**config.mk**
```make
export PLATFORM = sky130hd
export DESIGN_NAME = rbf_xfer_ctrl
export DESIGN_NICKNAME = d
export VERILOG_FILES = /design/src/rtl/rbf_pkg.sv /design/src/rtl/rbf_ptr_unit.sv /design/src/rtl/rbf_status.sv /design/src/rtl/rbf_xfer_fsm.sv /design/src/rtl/rbf_xfer_ctrl.sv
export SDC_FILE = /design/constraint.sdc
export NUM_CORES = 1
export LEC_CHECK = 0
export BUFFER_PORTS_ARGS = -buffer_cell sky130_fd_sc_hd__buf_4
export CORE_MARGIN = 5
export CORE_UTILIZATION = 55
export DETAILED_ROUTE_END_ITERATION = 8
export PLACE_DENSITY = 0.83
export SETUP_SLACK_MARGIN = 0.1
export SYNTH_ARGS = -nofsm -noshare
export SYNTH_HDL_FRONTEND = slang
export SYNTH_SLANG_ARGS = --single-unit
```
**constraint.sdc**
```tcl
create_clock -name clk -period 7.5 [get_ports clk]
set_input_delay 0.75 -clock clk [delete_from_list [all_inputs] [get_ports clk]]
set_output_delay 0.75 -clock clk [all_outputs]
set_load 0.01 [all_outputs]
```
**src/rtl/rbf_pkg.sv**
```systemverilog
package rbf_pkg;
  localparam logic DIR_TX = 1'b0;
  localparam logic DIR_RX = 1'b1;

  localparam int NFLG    = 4;
  localparam int FLG_EMP = 0;
  localparam int FLG_FUL = 1;
  localparam int FLG_ORD = 2;
  localparam int FLG_OWR = 3;

  typedef enum logic [2:0] {
    S_IDLE = 3'd0,
    S_SRC  = 3'd1,
    S_CAP  = 3'd2,
    S_DST  = 3'd3,
    S_ACK  = 3'd4
  } xfer_st_e;
endpackage

```
**src/rtl/rbf_ptr_unit.sv**
```systemverilog
module rbf_ptr_unit
  import rbf_pkg::*;
#(
  parameter int AW = 8
) (
  input  logic          clk,
  input  logic          rst,
  input  logic          load,
  input  logic          adv,
  input  logic          dir_ld,
  input  logic          dir,
  input  logic          tmp_en,
  input  logic [AW-1:0] lo,
  input  logic [AW-1:0] hi,
  input  logic [AW-1:0] rd_init,
  input  logic [AW-1:0] wr_init,
  output logic [AW-1:0] rd_ptr,
  output logic [AW-1:0] wr_ptr,
  output logic [AW-1:0] tmp_ptr,
  output logic [AW-1:0] act_ptr,
  output logic          ptr_eq,
  output logic          meet_next
);
  localparam logic [AW-1:0] ONE = {{(AW-1){1'b0}}, 1'b1};

  logic [AW-1:0] base_ptr;
  logic [AW-1:0] opp_ptr;
  logic [AW-1:0] nxt_ptr;

  always_comb begin
    base_ptr  = (dir == DIR_TX) ? rd_ptr : wr_ptr;
    opp_ptr   = (dir == DIR_TX) ? wr_ptr : rd_ptr;
    act_ptr   = tmp_en ? tmp_ptr : base_ptr;
    nxt_ptr   = (act_ptr == hi) ? lo : act_ptr + ONE;
    ptr_eq    = (act_ptr == opp_ptr);
    meet_next = (nxt_ptr == opp_ptr);
  end

  always_ff @(posedge clk) begin
    if (rst) begin
      rd_ptr  <= '0;
      wr_ptr  <= '0;
      tmp_ptr <= '0;
    end else if (load) begin
      rd_ptr  <= rd_init;
      wr_ptr  <= wr_init;
      tmp_ptr <= (dir_ld == DIR_TX) ? rd_init : wr_init;
    end else if (adv) begin
      if (tmp_en)              tmp_ptr <= nxt_ptr;
      else if (dir == DIR_TX)  rd_ptr  <= nxt_ptr;
      else                     wr_ptr  <= nxt_ptr;
    end
  end
endmodule

```
**src/rtl/rbf_status.sv**
```systemverilog
module rbf_status #(
  parameter int N = 4
) (
  input  logic         clk,
  input  logic         rst,
  input  logic [N-1:0] set,
  input  logic [N-1:0] clr,
  output logic [N-1:0] flags
);
  for (genvar i = 0; i < N; i++) begin : g_flag
    always_ff @(posedge clk) begin
      if (rst)         flags[i] <= 1'b0;
      else if (set[i]) flags[i] <= 1'b1;
      else if (clr[i]) flags[i] <= 1'b0;
    end
  end
endmodule

```
**src/rtl/rbf_xfer_fsm.sv**
```systemverilog
module rbf_xfer_fsm
  import rbf_pkg::*;
#(
  parameter int AW = 8,
  parameter int DW = 8
) (
  input  logic            clk,
  input  logic            rst,
  input  logic            en,
  input  logic            dir,
  input  logic            per_req,
  input  logic            ptr_eq,
  input  logic            meet_next,
  input  logic [AW-1:0]   act_ptr,
  input  logic [DW-1:0]   ram_rdata,
  input  logic [DW-1:0]   per_rdata,
  output logic            ram_re,
  output logic            ram_we,
  output logic            per_re,
  output logic            per_we,
  output logic            per_ack,
  output logic [AW-1:0]   ram_addr,
  output logic [DW-1:0]   ram_wdata,
  output logic [DW-1:0]   per_wdata,
  output logic            adv,
  output logic            idle,
  output logic [NFLG-1:0] flag_set
);
  xfer_st_e state;
  logic     start;
  logic     is_tx;

  always_comb begin
    is_tx = (dir == DIR_TX);
    start = (state == S_IDLE) && en && per_req;
    adv   = (state == S_DST);
    idle  = (state == S_IDLE);
    flag_set          = '0;
    flag_set[FLG_EMP] = adv && meet_next && is_tx;
    flag_set[FLG_FUL] = adv && meet_next && !is_tx;
    flag_set[FLG_ORD] = start && ptr_eq && is_tx;
    flag_set[FLG_OWR] = start && ptr_eq && !is_tx;
  end

  always_ff @(posedge clk) begin
    if (rst) begin
      state     <= S_IDLE;
      ram_re    <= 1'b0;
      ram_we    <= 1'b0;
      per_re    <= 1'b0;
      per_we    <= 1'b0;
      per_ack   <= 1'b0;
      ram_addr  <= '0;
      ram_wdata <= '0;
      per_wdata <= '0;
    end else begin
      ram_re  <= 1'b0;
      ram_we  <= 1'b0;
      per_re  <= 1'b0;
      per_we  <= 1'b0;
      per_ack <= 1'b0;
      case (state)
        S_IDLE: begin
          if (start) begin
            if (ptr_eq) begin
              per_ack <= 1'b1;
              state   <= S_ACK;
            end else begin
              state <= S_SRC;
              if (is_tx) begin
                ram_re   <= 1'b1;
                ram_addr <= act_ptr;
              end else begin
                per_re <= 1'b1;
              end
            end
          end
        end
        S_SRC: state <= S_CAP;
        S_CAP: begin
          state <= S_DST;
          if (is_tx) begin
            per_we    <= 1'b1;
            per_wdata <= ram_rdata;
          end else begin
            ram_we    <= 1'b1;
            ram_addr  <= act_ptr;
            ram_wdata <= per_rdata;
          end
        end
        S_DST: begin
          per_ack <= 1'b1;
          state   <= S_ACK;
        end
        S_ACK:   state <= S_IDLE;
        default: state <= S_IDLE;
      endcase
    end
  end
endmodule

```
**src/rtl/rbf_xfer_ctrl.sv**
```systemverilog
module rbf_xfer_ctrl
  import rbf_pkg::*;
#(
  parameter int AW = 8,
  parameter int DW = 8
) (
  input  logic          clk,
  input  logic          rst,
  input  logic          en,
  input  logic          cfg_dir,
  input  logic          cfg_tmp_en,
  input  logic [AW-1:0] cfg_lo,
  input  logic [AW-1:0] cfg_hi,
  input  logic [AW-1:0] cfg_rd_init,
  input  logic [AW-1:0] cfg_wr_init,
  input  logic [3:0]    st_clr,
  input  logic          per_req,
  output logic          per_ack,
  output logic          per_re,
  input  logic [DW-1:0] per_rdata,
  output logic          per_we,
  output logic [DW-1:0] per_wdata,
  output logic          ram_re,
  output logic          ram_we,
  output logic [AW-1:0] ram_addr,
  output logic [DW-1:0] ram_wdata,
  input  logic [DW-1:0] ram_rdata,
  output logic          st_empty,
  output logic          st_full,
  output logic          st_overread,
  output logic          st_overwrite,
  output logic [AW-1:0] rd_ptr_o,
  output logic [AW-1:0] wr_ptr_o,
  output logic [AW-1:0] tmp_ptr_o
);
  logic            dir_q;
  logic            tmp_q;
  logic [AW-1:0]   lo_q;
  logic [AW-1:0]   hi_q;
  logic            idle;
  logic            load;
  logic            adv;
  logic            ptr_eq;
  logic            meet_next;
  logic [AW-1:0]   act_ptr;
  logic [NFLG-1:0] flag_set;
  logic [NFLG-1:0] flags;

  assign load = !en && idle;

  always_ff @(posedge clk) begin
    if (rst) begin
      dir_q <= DIR_TX;
      tmp_q <= 1'b0;
      lo_q  <= '0;
      hi_q  <= '0;
    end else if (load) begin
      dir_q <= cfg_dir;
      tmp_q <= cfg_tmp_en;
      lo_q  <= cfg_lo;
      hi_q  <= cfg_hi;
    end
  end

  rbf_ptr_unit #(.AW(AW)) u_ptr (
    .clk       (clk),
    .rst       (rst),
    .load      (load),
    .adv       (adv),
    .dir_ld    (cfg_dir),
    .dir       (dir_q),
    .tmp_en    (tmp_q),
    .lo        (lo_q),
    .hi        (hi_q),
    .rd_init   (cfg_rd_init),
    .wr_init   (cfg_wr_init),
    .rd_ptr    (rd_ptr_o),
    .wr_ptr    (wr_ptr_o),
    .tmp_ptr   (tmp_ptr_o),
    .act_ptr   (act_ptr),
    .ptr_eq    (ptr_eq),
    .meet_next (meet_next)
  );

  rbf_xfer_fsm #(.AW(AW), .DW(DW)) u_fsm (
    .clk       (clk),
    .rst       (rst),
    .en        (en),
    .dir       (dir_q),
    .per_req   (per_req),
    .ptr_eq    (ptr_eq),
    .meet_next (meet_next),
    .act_ptr   (act_ptr),
    .ram_rdata (ram_rdata),
    .per_rdata (per_rdata),
    .ram_re    (ram_re),
    .ram_we    (ram_we),
    .per_re    (per_re),
    .per_we    (per_we),
    .per_ack   (per_ack),
    .ram_addr  (ram_addr),
    .ram_wdata (ram_wdata),
    .per_wdata (per_wdata),
    .adv       (adv),
    .idle      (idle),
    .flag_set  (flag_set)
  );

  rbf_status #(.N(NFLG)) u_stat (
    .clk   (clk),
    .rst   (rst),
    .set   (flag_set),
    .clr   (st_clr),
    .flags (flags)
  );

  assign st_empty     = flags[FLG_EMP];
  assign st_full      = flags[FLG_FUL];
  assign st_overread  = flags[FLG_ORD];
  assign st_overwrite = flags[FLG_OWR];
endmodule

```
[Yosys cells after proc, flatten, opt, wreduce, memory -nomap -nowiden]
Cells that the tools add are included.
Widths: inputs -> output; s select.
Word-level totals
  register bits after elaboration: 78
  bits of input ports: 58
  output and inout port bits: 57
  word-level logic and storage cells: 101
Cells by class
  $add $sub $neg: 1
  equal/unequal tests: 12
  mux-type cells: 37
  bitwise logic cells: 4
  reductions and logical operators: 27
Operators by type and width (count)
  $mux 8: 20
  $eq 8x8->1: 3
  $pmux 8 s2: 1
  $reduce_bool 2->1: 8
  $mux 1: 12
  $pmux 3 s4: 1
  $logic_and 1x1->1: 9
  $add 8x1->8 const B: 1
  $eq 3x2->1 const B: 2
  $mux 3: 2
  $ne 2x1->1 const B: 3
  $ne 2x2->1 const B: 3
  $reduce_and 2->1: 3
  $reduce_and 3->1: 2
  $reduce_and 5->1: 1
  $not 1->1: 4
  $reduce_or 4->1: 1
  $eq 3x1->1 const B: 1
  $logic_not 3->1: 1
  $pmux 1 s2: 1
  $reduce_or 2->1: 1
  $logic_not 1->1: 1

[Logic depth before layout (Yosys ltp)]
  word-level depth: 8
  gate-level depth with buffers: 13
  depth with buffers taken out: 10

[Cells and area by module]
From an unflattened synthesis, not the netlist that was laid out.
Second synthesis, totals
  cell total of the unflattened synthesis: 495
  area total of the unflattened synthesis: 4355.4 um2
By module, submodules not included
  rbf_ptr_unit: instances 1, cells an instance 255, area each 2043.2 um2, seq. area each 480.5 um2
  rbf_xfer_fsm: instances 1, cells an instance 144, area each 1317.5 um2, seq. area each 640.6 um2
  rbf_xfer_ctrl: instances 1, cells an instance 80, area each 854.6 um2, seq. area each 360.3 um2
  rbf_status: instances 1, cells an instance 16, area each 140.1 um2, seq. area each 80.1 um2

[Worst setup path before layout]
No wires, ideal clock.
  path type: reg-to-reg
  from: reg dir_q
  to: reg u_stat.flags[0]
  setup time: 0.069 ns
  arrival: 2.803 ns
  required time: 7.431 ns
  path slack: 4.628 ns
  cell stages (with the launch flop): 11
  path buffers: 2
  period minus slack after synthesis: 2.872 ns
  cells stage by stage: dfxtp_1 > buf_6 > mux2i_2 > a211oi_1 > or4_1 > or4_1 > buf_6 > mux2i_1 > a221o_1 > a2111o_1 > o21ai_1
On the way
  longest elaborated chain between the ends: 8
  elaborated cells between the ends (all ways): 12
  classes of those cells: add/sub: 1; eq/ne: 2; mux: 5; bitwise: 1; reduce/logical: 3
RTL lines
  start: declaration: RTL line rbf_xfer_ctrl.sv:36  | logic dir_q;
  start signal: assignment: RTL line rbf_xfer_ctrl.sv:58  | dir_q <= cfg_dir;
  $mux 8: RTL line rbf_ptr_unit.sv:31  | base_ptr = (dir == DIR_TX) ? rd_ptr : wr_ptr;
  $mux 8: RTL line rbf_ptr_unit.sv:33  | act_ptr = tmp_en ? tmp_ptr : base_ptr;
  $add 8x1->8 / $eq 8x8->1 (equally long branches): RTL line rbf_ptr_unit.sv:34  | nxt_ptr = (act_ptr == hi) ? lo : act_ptr + ONE;
  $mux 8: RTL line rbf_ptr_unit.sv:34
  $eq 8x8->1: RTL line rbf_ptr_unit.sv:36  | meet_next = (nxt_ptr == opp_ptr);
  $logic_and 1x1->1: RTL line rbf_xfer_fsm.sv:39  | flag_set[FLG_EMP] = adv && meet_next && is_tx;
  $logic_and 1x1->1 (*): RTL line rbf_xfer_fsm.sv:39
  $mux 1 / $reduce_bool 2->1 (equally long branches)
  end signal: indexed assignment: RTL line rbf_status.sv:12  | if (rst) flags[i] <= 1'b0;
  end signal: indexed assignment: RTL line rbf_status.sv:13  | else if (set[i]) flags[i] <= 1'b1;
  end signal: indexed assignment: RTL line rbf_status.sv:14  | else if (clr[i]) flags[i] <= 1'b0;
  end: declaration: RTL line rbf_status.sv:8  | output logic [N-1:0] flags
Mark *: on every way between the ends. The rest lies on a longest branch, timed or not.
A chain may end at the register's enable or synchronous reset.

[Worst setup path in the final report]
  from: reg dir_q
  to: reg u_stat.flags[1]
On the way
  longest elaborated chain between the ends: 8
  elaborated cells between the ends (all ways): 11
  classes of those cells: add/sub: 1; eq/ne: 2; mux: 5; reduce/logical: 3
RTL lines
  $mux 8: RTL line rbf_ptr_unit.sv:31
  $mux 8: RTL line rbf_ptr_unit.sv:33
  $add 8x1->8 / $eq 8x8->1 (equally long branches): RTL line rbf_ptr_unit.sv:34
  $mux 8: RTL line rbf_ptr_unit.sv:34
  $eq 8x8->1: RTL line rbf_ptr_unit.sv:36
  $logic_and 1x1->1: RTL line rbf_xfer_fsm.sv:40  | flag_set[FLG_FUL] = adv && meet_next && !is_tx;
  $logic_and 1x1->1 (*): RTL line rbf_xfer_fsm.sv:40
  $mux 1 / $reduce_bool 2->1 (equally long branches)
Marked as above.

==> flow_summary.toml <==
[synthesis]
ys_seq_elements = 78
ys_seq_area_frac = 0.375
synth-simple-area-share = 0.209
syn_avg_cell_area_um2 = 7.96
syn_nets = 582
synth-xor-area-share = 0.0496
synth_area_um2 = 4170
synth-compound-area-share = 0.211
ys.flop_type = "dfxtp_1"
post_synth_mux_area_share = 0.108
synth_edf_count = 0
synth_top_family_by_area = "compound AO/OA/AOI/OAI gates"
synthCells = 523
synth_cell_types = 44
synth_fa_ha_area_frac = 0.00300
yosysWarnings = 0
async_flop_share = 0

[setup_path]
rr_worst_depth = 9
cp_max_fo = 23
critPathMaxStageDelay_ns = 0.66
rrSetupSlack_ns = 3.73
crit_type = "reg -> reg"
timing.critical_path.cells = "buf_4 -> mux2i_1 -> a211oi_1 -> or4_1 -> or4_1 -> mux2i_1 -> xor2_1 -> a2111o_1 -> o21ai_1"
crit_slowest_cell = "or4_1"
critPathLaunchType = "flip-flop"
critPathRequiredTime_ns = 7.80
crit_arrival_ns = 4.07
end_kind = "flip-flop"

[timing]
drv_slew = 0
worst_slew_pin_slew_ns = 0.889
finalSetupViolCount = 0
rsz0062_at_grt = "false"
fin_skew_ns = 0.0138
tns_ns = 0
hold_viol_final = 0
hold-worst-slack_ns = 0.459
slew_headroom = 0.405
fmax_mhz = 265
min_period_ns = 3.77
fin_crit_sh = 0.503

[detailed_routing]
dr.pass1.iters = 5
ant_nets = 0
finalWirelength_um = 12200
vias = 4207
via_per_inst = 5.82
drc_errors = 0
drt-initial-drc-count = 270
wl_per_cell_um = 16.8

[clock_network]
postCtsResizedCells = 0
cts_hold_buffers = 0
postCtsSetupBuffers = 0
cts_buffers = 9
clk_pin_slew_worst_paths_ns = 0.08
insertion_delay_ns = 0.37
cts_tree = "yes"
cts_max_path_buffers = 2
htree_levels = 3
cts_sinks = 78
root_buffer = "clkbuf_8"

[min_path]
min_path_cells = 2
hold_path.class = "reg -> reg"

[layout]
final_common_cell = "buf_4"
diodes = 0
syn2layout_area_growth_pct = 26.5
final_cell_mix = "119 x buf_4, 104 x nand2_1, 78 x dfxtp_1, 55 x a21oi_1, 45 x nor2_1"
drive_gt1_frac = 0.242
fin_nets = 678
final_area_um2 = 5270

[floorplan]
initial_core_util = 0.568
io_pins = 115
dieArea_um2 = 9410
rows = 31
die_h_um = 97.0
coreArea_um2 = 7330
chipWidth_um = 97.0

[placement]
portBuffers = 114
dpl_cell_area_um2 = 5040
gp_congestion = 0.943
place_hpwl_um = 8860

[flow_run]
maxCapViolations = 0

[global_routing]
first_global_vias = 4130
grt.total_usage = 0.253
grt_max_degree = 79
antenna_found_initial = 0
grt_overflow = 0
grt_pass1_wl_um = 19700

[power_and_ir_drop]
peakVddDrop_mv = 0.161
power_density_nw_per_um2 = 231
power_leakage_nw = 2.25

[run_status]
status = "completed"
[registers in the layout, summed over array words and instances, names as in the netlist, 4 cells and up]
signal           flops
hi_q                 8
lo_q                 8
u_fsm.per_wdata      8
u_fsm.ram_addr       8
u_fsm.ram_wdata      8
u_ptr.rd_ptr         8
u_ptr.tmp_ptr        8
u_ptr.wr_ptr         8
u_stat.flags         4
[power breakdown]
group	leakage (nW)	internal, mW	switching [mW]
Sequential	0.637	0.449	0.0441
Clock	0.110	0.199	0.164
Combinational	1.50	0.162	0.201
Total	2.25	0.809	0.409
[final cells by class]
class	count	area, µm²
Tap cell	99	124
Clock inverter	6	92.6
Multi-Input combinational cell	403	2430
Clock buffer	10	138
Timing Repair Buffer	119	893
Sequential cell	78	1560
Inverter	8	30.0
Fill cell	589	2060
[synthesized netlist by cell type (2+ instances only)]
cell,count,share of area
nor2b_1,10,0.015
o211ai_1,31,0.056
nand3b_1,2,0.0036
or4_1,2,0.0036
nand3_1,5,0.0060
o21ai_1,3,0.0036
o211a_1,4,0.0096
a21oi_1,55,0.066
nand2b_1,7,0.011
o21ai_0,17,0.020
xnor2_1,9,0.019
nand2_1,104,0.094
buf_6,2,0.0054
and2_1,3,0.0045
mux2_2,8,0.022
buf_2,5,0.0060
or3_1,2,0.0030
clkbuf_1,25,0.023
inv_1,8,0.0072
xor2_1,12,0.025
nor2_1,45,0.041
nor4_1,5,0.0075
mux2i_1,31,0.074
nand4_1,7,0.011
a211oi_1,17,0.031
or2_2,2,0.0030
dfxtp_1,78,0.37
a211o_1,6,0.013
nor3_1,3,0.0036
[worst paths after layout]
path,from,end
hold reg to reg,u_fsm.ram_addr[7]$_SDFFE_PP0P_,u_fsm.ram_addr[7]$_SDFFE_PP0P_
setup / recovery,dir_q$_SDFFE_PP0P_,u_stat.flags[1]$_SDFFE_PP0P_
setup reg to reg,dir_q$_SDFFE_PP0P_,u_stat.flags[1]$_SDFFE_PP0P_
hold / removal,u_fsm.ram_addr[7]$_SDFFE_PP0P_,u_fsm.ram_addr[7]$_SDFFE_PP0P_
[routing by layer]
metal,global-route usage,part of all wire,vias to the layer above
li1,-,-,2034
met2,0.407,0.46,202
met4,0.116,0.026,0
met1,0.305,0.42,1942
met5,0,0,-
met3,0.0871,0.098,29
[critical path, delay by kind of cell (launching register included)]
family / cells / cell delay (ns)
buffers and inverters: 1 / 0.39
muxes: 2 / 0.86
DFF: 1 / 0.46
AOI/OAI and AO/OA: 3 / 0.67
xor gates and xnor gates: 1 / 0.12
and+or+nand+nor: 2 / 1.17
[stage by stage]
stage,setup WS (ns),total power [mW],instances,util
global placement,3.89,0.851,707,0.687
detailed placement,3.77,0.858,707,0.687
finish,3.73,1.22,723,0.719
global route,3.48,1.28,723,0.719
CTS,3.75,1.22,723,0.719
floorplan,4.63,0.732,523,-
[cells by family (layout without fill, tap and decap cells)]
| kind of cell | after synthesis | after routing |
|---|---|---|
| flops | 78 | 78 |
| buf+inv | 42 | 143 |
| mux | 42 | 42 |
| fa+ha+maj | 1 | 1 |
| simple gates | 199 | 199 |
| xor+xnor | 22 | 22 |
| compound gates | 139 | 139 |
Power figures use the tool's default switching activity.
